<file path="src/rtl/async_tx_pkg.sv">
package async_tx_pkg;
   typedef enum logic [2:0] {
      ST_IDLE,
      ST_START,
      ST_DATA,
      ST_PARITY,
      ST_STOP
   } tx_state_e;
endpackage

</file>
<file path="src/rtl/utx_tick_gen.sv">
module utx_tick_gen #(
   parameter int DIV_W = 16
) (
   input  logic             clk,
   input  logic             rst_n,
   input  logic [DIV_W-1:0] divisor,
   input  logic             restart,
   output logic             tick
);
   logic [DIV_W-1:0] cnt;
   logic [DIV_W-1:0] limit;

   if (DIV_W < 1) begin : g_bad_width
      $error("utx_tick_gen: DIV_W must be at least 1");
   end

   // zero divisor behaves as one: tick every cycle
   assign limit = (divisor == '0) ? '0 : divisor - DIV_W'(1);
   assign tick  = (cnt >= limit);

   always_ff @(posedge clk) begin
      if (!rst_n)                cnt <= '0;
      else if (restart || tick)  cnt <= '0;
      else                       cnt <= cnt + DIV_W'(1);
   end

   // with an effective divisor above one, ticks never land on adjacent cycles
   assert_tick_gap_R6: assert property (@(posedge clk) disable iff (!rst_n)
      (tick && limit != '0) |=> (!tick || divisor != $past(divisor)));
endmodule

</file>
<file path="src/rtl/utx_parity.sv">
module utx_parity #(
   parameter int DATA_W = 8,
   parameter int LEN_W  = 2
) (
   input  logic [DATA_W-1:0] data,
   input  logic [LEN_W-1:0]  len_code,
   input  logic              odd,
   output logic              par
);
   localparam int MIN_BITS = DATA_W - (1 << LEN_W) + 1;

   logic [DATA_W-1:0] mask;

   if (MIN_BITS < 1) begin : g_bad_len
      $error("utx_parity: length code range exceeds DATA_W");
   end

   for (genvar i = 0; i < DATA_W; i++) begin : g_mask
      if (i < MIN_BITS) begin : g_fixed
         assign mask[i] = 1'b1;
      end else begin : g_coded
         assign mask[i] = (len_code >= LEN_W'(i - MIN_BITS + 1));
      end
   end

   assign par = (^(data & mask)) ^ odd;
endmodule

</file>
<file path="src/rtl/utx_hold.sv">
module utx_hold #(
   parameter int DATA_W = 8
) (
   input  logic              clk,
   input  logic              rst_n,
   input  logic              wr_en,
   input  logic [DATA_W-1:0] wr_data,
   input  logic              take,
   output logic              full,
   output logic [DATA_W-1:0] data
);
   always_ff @(posedge clk) begin
      if (!rst_n) begin
         full <= 1'b0;
         data <= '0;
      end else begin
         if (wr_en) data <= wr_data;
         if (wr_en)     full <= 1'b1;
         else if (take) full <= 1'b0;
      end
   end

   // a write always leaves the holding register occupied
   assert_write_fills_R7: assert property (@(posedge clk) disable iff (!rst_n)
      wr_en |=> full);
   // a load with no new write frees the holding register
   assert_take_frees_R7: assert property (@(posedge clk) disable iff (!rst_n)
      (take && !wr_en) |=> !full);
endmodule

</file>
<file path="src/rtl/utx_frame.sv">
module utx_frame
   import async_tx_pkg::*;
#(
   parameter int DATA_W     = 8,
   parameter int LEN_W      = 2,
   parameter int OVERSAMPLE = 16
) (
   input  logic              clk,
   input  logic              rst_n,
   input  logic              tick,
   input  logic [LEN_W-1:0]  len_code,
   input  logic              par_en,
   input  logic              stop_long,
   input  logic              par_bit,
   input  logic              hold_full,
   input  logic [DATA_W-1:0] hold_data,
   output logic              take,
   output logic              restart,
   output logic              txd,
   output logic              busy
);
   localparam int MIN_BITS = DATA_W - (1 << LEN_W) + 1;
   localparam int SUB_W    = $clog2(2 * OVERSAMPLE);
   localparam int IDX_W    = (DATA_W > 1) ? $clog2(DATA_W) : 1;
   localparam int HALF     = OVERSAMPLE / 2;
   localparam logic [SUB_W-1:0] BIT_LAST   = SUB_W'(OVERSAMPLE - 1);
   localparam logic [SUB_W-1:0] STOP_ONE   = SUB_W'(OVERSAMPLE - 1);
   localparam logic [SUB_W-1:0] STOP_HALF  = SUB_W'(OVERSAMPLE + HALF - 1);
   localparam logic [SUB_W-1:0] STOP_TWO   = SUB_W'(2 * OVERSAMPLE - 1);

   tx_state_e         state;
   logic [SUB_W-1:0]  sub;
   logic [IDX_W-1:0]  idx;
   logic [IDX_W-1:0]  last_idx;
   logic [DATA_W-1:0] shreg;
   logic              par_q;
   logic [LEN_W-1:0]  len_q;
   logic              pen_q;
   logic [SUB_W-1:0]  stop_last_q;
   logic [SUB_W-1:0]  stop_last_new;
   logic              txd_q;
   logic              stop_done;

   assign last_idx      = IDX_W'(MIN_BITS - 1) + IDX_W'(len_q);
   assign stop_last_new = !stop_long          ? STOP_ONE :
                          (len_code == '0)    ? STOP_HALF : STOP_TWO;
   assign stop_done     = (state == ST_STOP) && tick && (sub == stop_last_q);
   assign take          = hold_full && ((state == ST_IDLE) || stop_done);
   assign restart       = take && (state == ST_IDLE);
   assign txd           = txd_q;
   assign busy          = (state != ST_IDLE);

   always_ff @(posedge clk) begin
      if (!rst_n) begin
         state       <= ST_IDLE;
         sub         <= '0;
         idx         <= '0;
         shreg       <= '0;
         par_q       <= 1'b0;
         len_q       <= '0;
         pen_q       <= 1'b0;
         stop_last_q <= STOP_ONE;
         txd_q       <= 1'b1;
      end else if (take) begin
         state       <= ST_START;
         sub         <= '0;
         idx         <= '0;
         shreg       <= hold_data;
         par_q       <= par_bit;
         len_q       <= len_code;
         pen_q       <= par_en;
         stop_last_q <= stop_last_new;
         txd_q       <= 1'b0;
      end else if (tick && state != ST_IDLE) begin
         if (state == ST_STOP) begin
            if (sub == stop_last_q) begin
               state <= ST_IDLE;
               sub   <= '0;
               txd_q <= 1'b1;
            end else begin
               sub <= sub + SUB_W'(1);
            end
         end else if (sub == BIT_LAST) begin
            sub <= '0;
            case (state)
               ST_START: begin
                  state <= ST_DATA;
                  txd_q <= shreg[0];
               end
               ST_DATA: begin
                  shreg <= shreg >> 1;
                  if (idx == last_idx) begin
                     if (pen_q) begin
                        state <= ST_PARITY;
                        txd_q <= par_q;
                     end else begin
                        state <= ST_STOP;
                        txd_q <= 1'b1;
                     end
                  end else begin
                     idx   <= idx + IDX_W'(1);
                     txd_q <= shreg[1];
                  end
               end
               ST_PARITY: begin
                  state <= ST_STOP;
                  txd_q <= 1'b1;
               end
               default: state <= ST_IDLE;
            endcase
         end else begin
            sub <= sub + SUB_W'(1);
         end
      end
   end

   // the line rests at mark whenever no frame is in progress
   assert_idle_mark_R1: assert property (@(posedge clk) disable iff (!rst_n)
      (state == ST_IDLE) |-> txd_q);
   // the start slot always drives space
   assert_start_space_R2: assert property (@(posedge clk) disable iff (!rst_n)
      (state == ST_START) |-> !txd_q);
   // a parity slot only exists for frames loaded with parity enabled
   assert_parity_slot_R4: assert property (@(posedge clk) disable iff (!rst_n)
      (state == ST_PARITY) |-> pen_q);
   // the stop period drives mark and never runs past its programmed length
   assert_stop_mark_R5: assert property (@(posedge clk) disable iff (!rst_n)
      (state == ST_STOP) |-> (txd_q && sub <= stop_last_q));
   // loading a byte always leaves the shifter busy on the next cycle
   assert_load_busy_R8: assert property (@(posedge clk) disable iff (!rst_n)
      take |=> (state == ST_START));
endmodule

</file>
<file path="src/rtl/async_tx_core.sv">
module async_tx_core #(
   parameter int DATA_W     = 8,
   parameter int DIV_W      = 16,
   parameter int OVERSAMPLE = 16
) (
   input  logic              clk,
   input  logic              rst_n,
   input  logic [DIV_W-1:0]  divisor,
   input  logic [1:0]        char_len,
   input  logic              par_en,
   input  logic              par_odd,
   input  logic              stop_long,
   input  logic              wr_en,
   input  logic [DATA_W-1:0] wr_data,
   output logic              txd,
   output logic              hold_empty,
   output logic              shift_empty
);
   localparam int LEN_W = 2;

   if (DATA_W < (1 << LEN_W)) begin : g_bad_data
      $error("async_tx_core: DATA_W too small for the length code");
   end
   if (OVERSAMPLE < 4 || (OVERSAMPLE % 2) != 0) begin : g_bad_os
      $error("async_tx_core: OVERSAMPLE must be even and at least 4");
   end

   logic              tick;
   logic              restart;
   logic              take;
   logic              hold_full;
   logic [DATA_W-1:0] hold_data;
   logic              par_bit;
   logic              busy;

   utx_tick_gen #(.DIV_W(DIV_W)) u_tick (
      .clk     (clk),
      .rst_n   (rst_n),
      .divisor (divisor),
      .restart (restart),
      .tick    (tick)
   );

   utx_hold #(.DATA_W(DATA_W)) u_hold (
      .clk     (clk),
      .rst_n   (rst_n),
      .wr_en   (wr_en),
      .wr_data (wr_data),
      .take    (take),
      .full    (hold_full),
      .data    (hold_data)
   );

   utx_parity #(.DATA_W(DATA_W), .LEN_W(LEN_W)) u_par (
      .data     (hold_data),
      .len_code (char_len),
      .odd      (par_odd),
      .par      (par_bit)
   );

   utx_frame #(.DATA_W(DATA_W), .LEN_W(LEN_W), .OVERSAMPLE(OVERSAMPLE)) u_frame (
      .clk       (clk),
      .rst_n     (rst_n),
      .tick      (tick),
      .len_code  (char_len),
      .par_en    (par_en),
      .stop_long (stop_long),
      .par_bit   (par_bit),
      .hold_full (hold_full),
      .hold_data (hold_data),
      .take      (take),
      .restart   (restart),
      .txd       (txd),
      .busy      (busy)
   );

   assign hold_empty  = !hold_full;
   assign shift_empty = !busy;
endmodule

</file>
<file path="config.mk">
export PLATFORM = sky130hd
export DESIGN_NAME = async_tx_core
export DESIGN_NICKNAME = d
export VERILOG_FILES = /design/src/rtl/async_tx_pkg.sv /design/src/rtl/utx_tick_gen.sv /design/src/rtl/utx_parity.sv /design/src/rtl/utx_hold.sv /design/src/rtl/utx_frame.sv /design/src/rtl/async_tx_core.sv
export SDC_FILE = /design/constraint.sdc
export NUM_CORES = 1
export LEC_CHECK = 0
export BUFFER_PORTS_ARGS = -buffer_cell sky130_fd_sc_hd__buf_4
export CAP_MARGIN = 20
export CORE_MARGIN = 8
export CORE_UTILIZATION = 53
export DETAILED_ROUTE_END_ITERATION = 6
export PLACE_DENSITY = 0.8
export REMOVE_ABC_BUFFERS = 1
export SLEW_MARGIN = 20
export SYNTH_ARGS = -nofsm -noshare
export SYNTH_HDL_FRONTEND = slang
export SYNTH_SLANG_ARGS = --single-unit
</file>
<file path="constraint.sdc">
create_clock -name clk -period 3.1 [get_ports clk]
set_clock_uncertainty 0.2 [all_clocks]
set_input_delay 0.155 -clock clk [delete_from_list [all_inputs] [get_ports clk]]
set_output_delay 0.155 -clock clk [all_outputs]
set_load 0.005 [all_outputs]
</file>
==> impl_metrics.env, run 1 <==
export IMPL_final_hold_viol_count=0
export IMPL_yosysMostFrequentCell="dfxtp_1"
export IMPL_post_route_period_util_pct=105.9
export IMPL_grt_first_pass_wirelength_um=14250
export IMPL_slew_headroom_pct=43.90
export IMPL_hpwl_um=6003
export IMPL_design_area_sq_um=4363
export IMPL_hold_ws_ns=0.2905
export IMPL_antenna_cells=0
export IMPL_grt_max_degree=17
export IMPL_worst_pin_slew_ns=0.8370
export IMPL_fin_nets=528
export IMPL_ys_seq_area_share_pct=30.85
export IMPL_synth_cells=395
export IMPL_crit_required_ns=3.10
export IMPL_synth_edf_count=0
export IMPL_async_reset_ff_share_pct=0
export IMPL_drc=0
export IMPL_cts_tree="yes"
export IMPL_syn2layout_area_growth_pct=31.83
export IMPL_wl_per_cell_um=17.18
export IMPL_synth_main_ff_cell="dfxtp_1"
export IMPL_cts_made_buffers=5
export IMPL_wl_um=9430
export IMPL_cts_sinks=51
export IMPL_ctsRootBufferMaster="clkbuf_8"
export IMPL_preCtsSetupSlack_ns=-0.5545
export IMPL_synth_warnings=0
export IMPL_setup_ws_ns=-0.1827
export IMPL_hp_class="reg2reg"
export IMPL_finalPower_mw=1.340
export IMPL_violations="negative setup slack"
export IMPL_synth_cell_types=61
export IMPL_worstHoldStart="u_tick.cnt[0]$_SDFF_PP0_"
export IMPL_min_period_ns=3.283
export IMPL_endpoint_kind="flip-flop"
export IMPL_final_setup_tns_ns=-5.352
export IMPL_drt_iter0_drc=264
export IMPL_worst_path_max_fanout=9
export IMPL_vias=3374
export IMPL_criticalPathCategory="in2reg"
export IMPL_die_w_um=95.02
export IMPL_drive_above_1_share_pct=25.53
export IMPL_die_y_um=95.02
export IMPL_coreArea_sq_um=5991
export IMPL_grt_usage_pct=19.46
export IMPL_r2r_start="u_tick.cnt[0]$_SDFF_PP0_"
export IMPL_io_buffers=34
export IMPL_vias_per_cell=6.146
export IMPL_antenna_found_initial=0
export IMPL_arrival_ns=3.29
export IMPL_worstSetupStartpoint="divisor[6]"
export IMPL_grt_pass1_vias=3115
export IMPL_cap_violations=0
export IMPL_p_leak_nw=1.794
export IMPL_drv_slew=0
export IMPL_synth_top_area_share_pct=30.85
export IMPL_dieArea_sq_um=9029
export IMPL_yosysTopAreaCell="dfxtp_1"
export IMPL_syn_area_per_cell_sq_um=8.378
export IMPL_rsz0062_at_grt="true"
export IMPL_peakVddDrop_v=0.0003009
export IMPL_setup_viol=42
export IMPL_grt_overflow_total=0
export IMPL_place_area_sq_um=3797
export IMPL_place_congestion=0.8482
export IMPL_cts_htree_levels=2
export IMPL_insertion_delay_ns=0.31
export IMPL_clk_path_buf_depth=2
export IMPL_ant_nets=0
export IMPL_syn_area_sq_um=3309
export IMPL_ys_seq_elements=51
export IMPL_cp_start_kind="primary input"
export IMPL_synth_common_cells="dfxtp_1, nor2_1, nand2_1, ha_1, xor2_1"
export IMPL_clkSlewWorstSetupHoldPaths_ns=0.10
export IMPL_p_per_area_nw_per_um2=307.2
export IMPL_start_util_pct=55.24
export IMPL_drt_first_pass_iters=5
export IMPL_ios=35
export IMPL_status="complete, but fails checks"
export IMPL_rows=28
export IMPL_synth_area_leaders="dfxtp_1, ha_1, nor2_1, xor2_1, nand2_1"
export IMPL_timing_fmax_mhz=304.6
## worst paths after layout
| check | end | slack (ns) | depth (start not counted) |
|---|---|---|---|
| max reg2reg | u_frame.shreg[3]$_SDFFE_PN0P_ | 0.45 | 8 |
| min | u_tick.cnt[0]$_SDFF_PP0_ | 0.29 | 1 |
| min reg2reg | u_tick.cnt[0]$_SDFF_PP0_ | 0.29 | 1 |
| max | u_frame.state[0]$_SDFFE_PN0P_ | -0.18 | 13 |
## report_power, final
group          internal, mW  switching, mW
Clock                 0.163          0.232
Combinational         0.128          0.131
Sequential            0.671         0.0155
Total                 0.962          0.378
## layout make-up
type / instances / area (sq um)
clock buffers: 6 / 72.57
clock inverters: 2 / 16.27
fillers: 407 / 1628
inverters: 14 / 52.55
multi-input cells: 323 / 2451
flip-flops and latches: 51 / 1021
well taps: 75 / 93.84
repair buffers: 78 / 655.6
## through the flow
step	utilization, %	instances
floorplan	-	383
global placement	63.39	518
detailed placement	63.39	518
CTS	69.13	545
global route	72.83	549
finish	72.83	549
## layout by cell type, fill, tap and decap left out, types with 6 or more instances in the layout
cell type / instances
o21ai_0: 12
buf_4: 58
nand4_1: 6
ha_1: 22
mux2i_1: 13
o21a_1: 10
xnor2_1: 17
inv_1: 14
a21oi_1: 14
nor2_1: 49
xor2_1: 21
dfxtp_1: 51
dlygate4sd3_1: 14
nand2_1: 38
nand3_1: 15
## critical path, cell delays in order
cell and delay (ns):
buf_8 0.09, or4_4 0.53, or3_1 0.42, xnor2_1 0.21, nand2_1 0.12, ha_4 0.28
nand4_1 0.19, nor3_4 0.36, buf_4 0.18, nand2_4 0.12, nand3_4 0.14, a21boi_0 0.13
o311a_1 0.36
## metal layers
| layer | track usage [%] | up-vias | wire, um |
|---|---|---|---|
| met5 | 0 | - | 0 |
| met3 | 4.245 | 37 | 569 |
| li1 | - | 1573 | - |
| met2 | 32.21 | 141 | 4709 |
| met4 | 7.672 | 0 | 306 |
| met1 | 24.08 | 1623 | 3845 |
## flip-flops by register name, summed over array words and instances, names as in the netlist
name,flops
u_frame.stop_last_q,2
u_tick.cnt,16
u_frame.state,3
u_frame.pen_q,1
u_frame.len_q,2
u_hold.full,1
u_frame.par_q,1
u_hold.data,8
u_frame.sub,5
u_frame.txd,1
u_frame.idx,3
u_frame.shreg,8
## kinds of logic after synthesis
family | share of synthesized area, %
AOI/OAI and AO/OA | 17.54
xor gates and xnor gates | 10.06
adders and majority gates | 8.696
buffers and inverters | 3.667
DFF | 30.85
muxes | 3.932
and+or+nand+nor | 25.26
## repair_timing
action | in CTS | in global routing
hold buffers | 14 | 0
gates resized for setup | 15 | 37
endpoints found under the hold margin | 22 | 0
pin swaps | 11 | 28
gates cloned | 4 | 1
setup buffers | 1 | 3
endpoints found under the setup margin | 43 | 43
Note: power is estimated with default switching activity, not from simulation.
==> inputs of run 2 (changes only) <==
--- a/config.mk
+++ b/config.mk
@@ -12,2 +12,3 @@
 export DETAILED_ROUTE_END_ITERATION = 6
+export GPL_ROUTABILITY_DRIVEN = 0
 export PLACE_DENSITY = 0.8
--- a/constraint.sdc
+++ b/constraint.sdc
@@ -4,2 +4,2 @@
 set_output_delay 0.155 -clock clk [all_outputs]
-set_load 0.005 [all_outputs]
+set_load 0.02 [all_outputs]
==> run 2 against run 1 <==
The run still ends with negative setup slack left; power increased by 7.2%; flip-flop and latch count stayed put; final area grew 0.92%; clock power up 23%; hold slack improved by 0.0073 ns; worst setup slack better by 0.062 ns; critical path depth decreased by 1; fmax up 1.9%; final cell count grew 0.55%; sequential power barely moved; non-clock buffer count grew 3; sequential share of layout area is 0.21 points lower; critical path type unchanged.
==> impl_metrics.env, run 2 (same netlist as run 1, synthesis figures left out) <==
export IMPL_final_common_cell="buf_4"
export IMPL_timing_fmax_mhz=310.5
export IMPL_post_route_period_util_pct=103.9
export IMPL_wl_per_cell_um=17.19
export IMPL_wl_met1_um=4043
export IMPL_slew_headroom_pct=36.48
export IMPL_die_w_um=95.02
export IMPL_cts_sinks=51
export IMPL_rr_worst_depth=8
export IMPL_top_layer="met4"
export IMPL_crit_end="u_frame.shreg[1]$_SDFFE_PN0P_"
export IMPL_finalPower_mw=1.436
export IMPL_top_register="u_tick.cnt"
export IMPL_cts_htree_levels=2
export IMPL_worst_pin_slew_ns=0.9409
export IMPL_cp_slowest_cell="or4_4"
export IMPL_clkSlewWorstSetupHoldPaths_ns=0.10
export IMPL_design_area_sq_um=4403
export IMPL_hp_class="reg2reg"
export IMPL_start_util_pct=55.24
export IMPL_antenna_found_initial=0
export IMPL_combPwrFrac_pct=18.5
export IMPL_grt_pass1_vias=3217
export IMPL_rows=28
export IMPL_preCtsSetupSlack_ns=-0.4503
export IMPL_status="complete, but fails checks"
export IMPL_slowest_delay_ns=0.56
export IMPL_ios=35
export IMPL_drc=0
export IMPL_syn2layout_area_growth_pct=33.04
export IMPL_fin_nets=531
export IMPL_worst_path_max_fanout=8
export IMPL_cp_start_kind="primary input"
export IMPL_coreArea_sq_um=5991
export IMPL_dieArea_sq_um=9029
export IMPL_drive_above_1_share_pct=25.37
export IMPL_met3RoutedLength_um=534
export IMPL_crit_required_ns=3.11
export IMPL_drt_iter0_drc=228
export IMPL_wl_um=9489
export IMPL_cts_tree="yes"
export IMPL_cp_top_family="simple AND/OR/NAND/NOR gates"
export IMPL_drt_first_pass_iters=5
export IMPL_worst_path_buf_inv=1
export IMPL_cts_made_buffers=5
export IMPL_io_buffers=34
export IMPL_arrival_ns=3.23
export IMPL_power_frac_clock_pct=33.7
export IMPL_min_delay_path_depth=1
export IMPL_switchingPower_uw=384.2
export IMPL_insertion_delay_ns=0.31
export IMPL_setup_viol=39
export IMPL_drv_slew=0
export IMPL_grt_first_pass_wirelength_um=14540
export IMPL_min_period_ns=3.221
export IMPL_setup_ws_ns=-0.1209
export IMPL_die_y_um=95.02
export IMPL_crit_chain="buf_8 -> or4_4 -> or3_4 -> xnor2_2 -> nand2_2 -> ha_4 -> nand4_1 -> nor3_4 -> and4_4 -> o31ai_4 -> a221o_1 -> o311a_1"
export IMPL_ant_nets=0
export IMPL_final_cell_mix="buf_4, dfxtp_1, nor2_1"
export IMPL_endpoint_kind="flip-flop"
export IMPL_violations="negative setup slack"
export IMPL_top_regs="u_tick.cnt x16, u_frame.shreg x8, u_hold.data x8"
export IMPL_power_internal_mw=1.052
export IMPL_rsz0062_at_grt="true"
export IMPL_switching_share_pct=26.75
export IMPL_grt_max_degree=17
export IMPL_final_hold_viol_count=0
export IMPL_antenna_cells=0
export IMPL_grt_overflow_total=0
export IMPL_cap_violations=0
export IMPL_pwr_share_seq_pct=47.8
export IMPL_worstHoldStart="u_tick.cnt[0]$_SDFF_PP0_"
export IMPL_largest_reg_flops=16
export IMPL_r2r_start="u_tick.cnt[0]$_SDFF_PP0_"
export IMPL_path_depth=12
export IMPL_p_per_area_nw_per_um2=326.2
export IMPL_clk_path_buf_depth=2
export IMPL_ctsRootBufferMaster="clkbuf_8"
export IMPL_route_met2_wl_um=4703
export IMPL_place_area_sq_um=3805
export IMPL_worstSetupStartpoint="divisor[6]"
export IMPL_hpwl_um=5884
export IMPL_r2r_setup_slack_ns=0.47
export IMPL_criticalPathCategory="in2reg"
export IMPL_p_leak_nw=1.837
export IMPL_grt_usage_pct=19.69
export IMPL_r2r_end="u_frame.shreg[1]$_SDFFE_PN0P_"
export IMPL_peakVddDrop_v=0.0003605
export IMPL_vias=3303
export IMPL_vias_per_cell=5.984
## run 2: what timing repair did
item,4_1_cts,5_1_grt
resized for setup,14,35
buffers inserted,2,3
endpoints found under the hold margin,22,0
cloned,5,1
endpoints found under the setup margin,37,43
hold buffers,14,0
pin swaps,6,29
## run 2: layout make-up
| type | instances | area [sq um] |
|---|---|---|
| tap | 75 | 93.84 |
| timing repair buffer | 81 | 700.7 |
| fill | 409 | 1588 |
| clock buffer | 6 | 72.57 |
| clock inverter | 2 | 38.79 |
| sequential | 51 | 1021 |
| multi-input combinational | 323 | 2424 |
| inverter | 14 | 52.55 |
## run 2: worst min path at each step
stage / endpoint / slack, ns
6_report: u_tick.cnt[0]$_SDFF_PP0_ / 0.30
5_1_grt: u_tick.cnt[0]$_SDFF_PP0_ / 0.32
4_1_cts: u_tick.cnt[0]$_SDFF_PP0_ / 0.30
3_5_place_dp: u_hold.data[1]$_SDFFE_PN0P_ / 0.20
3_3_place_gp: u_hold.data[3]$_SDFFE_PN0P_ / 0.19
2_1_floorplan: u_frame.stop_last_q[3]$_SDFFE_PN1N_ / 0.03
## run 2: power by group through the flow
stage	combinational [mW]	clock, mW	sequential, mW
detailed placement	0.210	0	0.701
finish	0.265	0.484	0.687
CTS	0.235	0.481	0.686
global route	0.285	0.510	0.689
floorplan	0.117	0	0.697
global placement	0.205	0	0.700
## run 2: per-layer routing
metal	vias to the layer above	GRT usage (%)
met5	-	0
met4	0	7.152
met3	25	4.560
met2	112	32.68
met1	1580	24.37
li1	1586	-
## run 2: worst register-to-register path: cells and delay by family (launching register included)
family                     cells  cell delay, ns
AOI/OAI and AO/OA              4            1.28
DFF                            1            0.42
buffers and inverters          1            0.07
and+or+nand+nor                2            0.34
adders and majority gates      1            0.28
## run 2: per-stage QoR
stage	hold WS [ns]	instances	setup TNS, ns	util, %
global placement	0.1890	519	-13.20	63.51
detailed placement	0.1977	519	-15.96	63.51
finish	0.2978	552	-2.183	73.50
floorplan	0.03123	383	-9.705	-
global route	0.3186	552	-5.632	73.50
CTS	0.3008	548	-0.02181	69.57
